$ cat src/rtl/pmul_pkg.sv
package pmul_pkg;
  localparam int LANE_W = 16;
  localparam int LANES  = 4;
  localparam int DATA_W = LANE_W * LANES;
  localparam int PROD_W = 2 * LANE_W;
  localparam int OP_W   = 3;

  typedef enum logic [OP_W-1:0] {
    OP_LO    = 3'd0,
    OP_HI_S  = 3'd1,
    OP_HI_U  = 3'd2,
    OP_PAIR  = 3'd3,
    OP_WIDE  = 3'd4,
    OP_RSV5  = 3'd5,
    OP_RSV6  = 3'd6,
    OP_RSV7  = 3'd7
  } pmul_op_e;

  function automatic logic op_is_signed(pmul_op_e op);
    return (op == OP_LO) || (op == OP_HI_S) || (op == OP_PAIR);
  endfunction
endpackage

$ cat src/rtl/pmul_route.sv
module pmul_route
  import pmul_pkg::*;
#(
  parameter int LW = LANE_W,
  parameter int NL = LANES
) (
  input  pmul_op_e                 op,
  input  logic [NL*LW-1:0]         a,
  input  logic [NL*LW-1:0]         b,
  output logic [NL-1:0][LW-1:0]    lane_a,
  output logic [NL-1:0][LW-1:0]    lane_b,
  output logic                     lane_sgn
);
  // Wide mode builds a 2LW x 2LW product from four LW x LW partials:
  // lane i takes half (i mod 2) of a and half (i div 2) of b.
  always_comb begin
    lane_sgn = op_is_signed(op);
    for (int i = 0; i < NL; i++) begin
      if (op == OP_WIDE) begin
        if (i < 4) begin
          lane_a[i] = a[(i % 2)*LW +: LW];
          lane_b[i] = b[((i / 2) % 2)*LW +: LW];
        end else begin
          lane_a[i] = '0;
          lane_b[i] = '0;
        end
      end else begin
        lane_a[i] = a[i*LW +: LW];
        lane_b[i] = b[i*LW +: LW];
      end
    end
  end
endmodule

$ cat src/rtl/pmul_lane.sv
module pmul_lane #(
  parameter int LW = 16,
  localparam int PW = 2 * LW
) (
  input  logic [LW-1:0] a,
  input  logic [LW-1:0] b,
  input  logic          sgn,
  output logic [PW-1:0] prod
);
  logic signed [LW:0]   ext_a;
  logic signed [LW:0]   ext_b;
  logic signed [PW-1:0] full;

  // One extra bit turns both signed and unsigned operands into signed ones;
  // either product fits in PW bits, so truncation loses nothing.
  assign ext_a = $signed({sgn & a[LW-1], a});
  assign ext_b = $signed({sgn & b[LW-1], b});
  assign full  = PW'(ext_a) * PW'(ext_b);
  assign prod  = full;
endmodule

$ cat src/rtl/pmul_combine.sv
module pmul_combine
  import pmul_pkg::*;
#(
  parameter int LW = LANE_W,
  parameter int NL = LANES,
  localparam int PW = 2 * LW,
  localparam int DW = NL * LW
) (
  input  pmul_op_e              op,
  input  logic [NL-1:0][PW-1:0] prods,
  output logic [DW-1:0]         result
);
  logic [DW-1:0] wide_sum;

  always_comb begin
    wide_sum = '0;
    if (NL >= 4) begin
      wide_sum = DW'(prods[0])
               + (DW'(prods[1]) << LW)
               + (DW'(prods[2]) << LW)
               + (DW'(prods[3]) << (2*LW));
    end
  end

  always_comb begin
    result = '0;
    case (op)
      OP_LO: begin
        for (int i = 0; i < NL; i++) result[i*LW +: LW] = prods[i][LW-1:0];
      end
      OP_HI_S, OP_HI_U: begin
        for (int i = 0; i < NL; i++) result[i*LW +: LW] = prods[i][PW-1:LW];
      end
      OP_PAIR: begin
        for (int j = 0; j < NL/2; j++)
          result[j*PW +: PW] = prods[2*j] + prods[2*j+1];
      end
      OP_WIDE: result = wide_sum;
      default: result = '0;
    endcase
  end
endmodule

$ cat src/rtl/pmul_unit.sv
module pmul_unit
  import pmul_pkg::*;
#(
  parameter int LW = LANE_W,
  parameter int NL = LANES,
  localparam int PW = 2 * LW,
  localparam int DW = NL * LW
) (
  input  logic          clk,
  input  logic          rst_n,
  input  logic          in_valid,
  output logic          in_ready,
  input  logic [2:0]    in_op,
  input  logic [DW-1:0] in_a,
  input  logic [DW-1:0] in_b,
  output logic          out_valid,
  input  logic          out_ready,
  output logic [DW-1:0] out_data
);
  pmul_op_e              op_in;
  logic [NL-1:0][LW-1:0] lane_a;
  logic [NL-1:0][LW-1:0] lane_b;
  logic                  lane_sgn;
  logic [NL-1:0][PW-1:0] lane_prod;

  logic                  s1_valid;
  pmul_op_e              s1_op;
  logic [NL-1:0][PW-1:0] s1_prod;
  logic [DW-1:0]         s1_result;
  logic                  advance;

  assign op_in    = pmul_op_e'(in_op);
  assign advance  = !out_valid || out_ready;
  assign in_ready = advance;

  pmul_route #(.LW(LW), .NL(NL)) u_route (
    .op       (op_in),
    .a        (in_a),
    .b        (in_b),
    .lane_a   (lane_a),
    .lane_b   (lane_b),
    .lane_sgn (lane_sgn)
  );

  for (genvar g = 0; g < NL; g++) begin : g_lane
    pmul_lane #(.LW(LW)) u_lane (
      .a    (lane_a[g]),
      .b    (lane_b[g]),
      .sgn  (lane_sgn),
      .prod (lane_prod[g])
    );
  end

  // Stage 1: lane products
  always_ff @(posedge clk) begin
    if (!rst_n) begin
      s1_valid <= 1'b0;
      s1_op    <= OP_LO;
      s1_prod  <= '0;
    end else if (advance) begin
      s1_valid <= in_valid;
      if (in_valid) begin
        s1_op   <= op_in;
        s1_prod <= lane_prod;
      end
    end
  end

  pmul_combine #(.LW(LW), .NL(NL)) u_combine (
    .op     (s1_op),
    .prods  (s1_prod),
    .result (s1_result)
  );

  // Stage 2: formatted result
  always_ff @(posedge clk) begin
    if (!rst_n) begin
      out_valid <= 1'b0;
      out_data  <= '0;
    end else if (advance) begin
      out_valid <= s1_valid;
      if (s1_valid) out_data <= s1_result;
    end
  end
endmodule

$ cat config.mk
export PLATFORM = sky130hd
export DESIGN_NAME = pmul_unit
export DESIGN_NICKNAME = d
export VERILOG_FILES = /design/src/rtl/pmul_pkg.sv /design/src/rtl/pmul_route.sv /design/src/rtl/pmul_lane.sv /design/src/rtl/pmul_combine.sv /design/src/rtl/pmul_unit.sv
export SDC_FILE = /design/constraint.sdc
export NUM_CORES = 2
export LEC_CHECK = 0
export ABC_CLOCK_PERIOD_IN_PS = 12340
export BUFFER_PORTS_ARGS = -buffer_cell sky130_fd_sc_hd__clkbuf_2
export CAP_MARGIN = 20
export CORE_AREA = 4 4 442 444
export CTS_CLUSTER_SIZE = 20
export DETAILED_ROUTE_END_ITERATION = 16
export DIE_AREA = 0 0 446 448
export SYNTH_ARGS = -nofsm -noshare
export SYNTH_HDL_FRONTEND = slang
export SYNTH_SLANG_ARGS = --single-unit
$ cat constraint.sdc
create_clock -name clk -period 12.34 [get_ports clk]
set_clock_uncertainty 0.05 [all_clocks]
set_input_delay 1.234 -clock clk [delete_from_list [all_inputs] [get_ports clk]]
set_output_delay 1.234 -clock clk [all_outputs]
set_load 0.05 [all_outputs]
==> results_dict.tcl <==
set metrics [dict create \
    vias 47869 \
    critical-path-max-stage-delay_ns 0.69 \
    holdBufCountCts 0 \
    core-area_sq_mm 0.192 \
    drt-initial-drc-count 3862 \
    placementRows 161 \
    synth_edf_count 0 \
    cts_setup_buffers 0 \
    ys_seq_area_frac 0.0690 \
    htreeDepth 4 \
    track_usage 0.208 \
    timing.fmax_mhz 107 \
    die_w_microns 446 \
    setup_viol 0 \
    critPathRequiredTime_ns 12.70 \
    maxCapViolations 0 \
    post_drt_wl_per_cell_microns 22.0 \
    final_cell_mix "1362 x inv_1, 1148 x fa_1, 1098 x nand2_1" \
    postSynthCellCount 6851 \
    io_buffers 200 \
    syn_area_per_cell_sq_um 8.35 \
    vias_per_cell 5.07 \
    die_area_sq_mm 0.200 \
    routed_wl_mm 208 \
    grt_pass1_wl_mm 314 \
    status "finished, final reports clean" \
    first_pass_iters 6 \
    slew_viol_final 0 \
    cp_top_family "adder cells" \
    grt.overflow.total 0 \
    cts_buffers 17 \
    ios 201 \
    final_common_cell "inv_1" \
    rsz0062_at_grt "no" \
    crit_buf_inv 5 \
    cts.clk_slew.worst_paths_ns 0.09 \
    synth_cell_types 75 \
    hold_viol 0 \
    cts_tree "yes" \
    ys_ff_latch 197 \
    post-dp-hpwl_mm 172 \
    syn-cell-area_sq_mm 0.0572 \
    ant_nets 0 \
    syn_to_final_growth_pct 7.91 \
    antenna_found_initial 18 \
    cts_root_buf "clkbuf_16" \
    synth-main-ff-cell "dfxtp_1" \
    post_cts_resized 0 \
    fin_crit_ns 9.32 \
    cts.sinks 197 \
    grt_max_degree 106 \
    place.gp.congestion 0.973 \
    slew_headroom 0.238 \
    critPathArrivalTime_ns 9.68 \
    finalNetCount 8630 \
    async_flop_share 0 \
    cp_max_fo 105 \
    drc 0 \
    yosys_warnings 0 \
    crit_path_start_kind "primary input" \
    rrSetupSlack_ns 5.17 \
    grt_pass1_vias 49669 \
    clockBufferDepth 2 \
    critPathKind "primary input to flop" \
    max_slew.worst_pin.slew_ns 1.11 \
    initial_core_util 0.299 \
    tns_ns 0 \
    die_h_microns 448 \
    cp-end-kind "flop" \
    synthesis.nets 8590 \
    hold_path.class "flop to flop" \
    min_period_over_period 0.755 \
    cp_slowest_cell "nand2_1" \
    cp_common_cell "fa_1" \
    drive_above_1_share 0.0537 \
    clkLatencyLatePin_ns 0.51 \
]
-- per-layer routing --
metal  routed length (microns)  up-vias  track usage  share of wire
met2                     94300     1946        0.335           0.45
li1                          -    21325            -              -
met1                     83800    24169        0.265           0.40
met5                        26        -            0        0.00013
met4                     14700        4        0.122          0.071
met3                     14900      425       0.0323          0.072
-- metrics by stage --
| step | setup slack [ns] | cells | instance area (sq um) | util | hold WS (ns) |
|---|---|---|---|---|---|
| final | 3.02 | 9443 | 61700 | 0.322 | 0.414 |
| after global routing | 2.73 | 9437 | 61700 | 0.322 | 0.422 |
| after CTS | 3.22 | 9427 | 61700 | 0.322 | 0.416 |
| after detailed placement | 2.67 | 9396 | 61100 | 0.319 | 0.398 |
| after global placement | 2.73 | 9396 | 61100 | 0.319 | 0.395 |
| after floorplan | 3.34 | 6851 | 57200 | - | 0.395 |
-- area by class of cell --
type / count / area [sq um]
Multi-Input combinational cell: 5020 / 47200
Tap cell: 2526 / 3160
Fill cell: 20093 / 130000
Clock inverter: 14 / 164
Timing Repair Buffer: 292 / 1700
Sequential cell: 197 / 3950
Inverter: 1363 / 5120
Clock buffer: 17 / 425
Antenna cell: 14 / 35.0
-- worst register-to-register path: stages, from the launching register on --
cell and delay (ns):
dfxtp_1 0.39, ha_1 0.28, fa_1 0.41, a21o_1 0.19
a21oi_1 0.27, o21ai_0 0.19, nand4_1 0.12, a21boi_0 0.12
o41ai_1 0.63, o2111ai_1 0.24, a21o_1 0.34, nand2_1 0.14
xor2_1 0.10, fa_1 0.50, inv_1 0.05, ha_1 0.43
and3_1 0.22, nand3_1 0.10, nor4_1 0.52, nor3b_1 0.14
o31ai_1 0.86, and2_1 0.37, nand2_1 0.10, xor2_1 0.15
o22ai_1 0.17
-- synth_stat cells, drive strengths merged, types with 8 or more instances --
| library cell | count | area (sq um) |
|---|---|---|
| inv | 1362 | 5110 |
| fa | 1148 | 23000 |
| nand2 | 1101 | 4130 |
| nor2 | 460 | 1730 |
| ha | 456 | 5710 |
| a21oi | 342 | 1710 |
| clkbuf | 253 | 957 |
| and2 | 250 | 1560 |
| dfxtp | 197 | 3940 |
| xnor2 | 179 | 1570 |
| o21ai | 170 | 851 |
| a21o | 83 | 623 |
| xor2 | 80 | 701 |
| nand3 | 66 | 330 |
| mux2i | 60 | 601 |
| nor2b | 60 | 375 |
| a211oi | 49 | 368 |
| and3 | 43 | 269 |
| nand2b | 36 | 225 |
| nor3 | 34 | 170 |
| o21bai | 30 | 225 |
| or3 | 28 | 175 |
| a222oi | 27 | 270 |
| a31oi | 26 | 178 |
| nand4 | 25 | 156 |
| o21a | 25 | 188 |
| a22oi | 24 | 180 |
| o211ai | 21 | 158 |
| o22ai | 19 | 119 |
| buf | 18 | 71.3 |
| o31ai | 17 | 128 |
| mux2 | 14 | 158 |
| or2 | 12 | 75.1 |
| a221oi | 11 | 96.3 |
| a21boi | 9 | 67.6 |
| a211o | 8 | 70.1 |
| a221o | 8 | 80.1 |
| nor4 | 8 | 50.1 |
-- flip-flops by register name (all words and copies together) (netlist names) --
name	count
s1_prod	128
s1_op	3
s1_valid	1
out_data	64
out_valid	1
-- path summary, 6_finish.rpt --
kind / start / cells past startpoint / end
worst min-delay path: out_data[23] / 2 / out_data[23]
worst max register to register: s1_prod[16] / 24 / out_data[58]
worst min register to register: out_data[23] / 2 / out_data[23]
worst max-delay path: in_op[2] / 26 / s1_prod[95]
-- cell families (layout without fill, tap and decap cells) --
logic type	Yosys count	after routing	synth area share
and+or+nand+nor	2149	2149	0.166
buffers and inverters	1634	1686	0.107
adders and majority gates	1604	1604	0.502
AOI/OAI and AO/OA	934	934	0.103
xor gates and xnor gates	259	259	0.0397
DFF	197	197	0.0690
muxes	74	74	0.0133
other	0	14	0
Power is left out: the tool's default activity adds up to more than one toggle a clock period on the data nets, which glitch-free logic cannot reach.
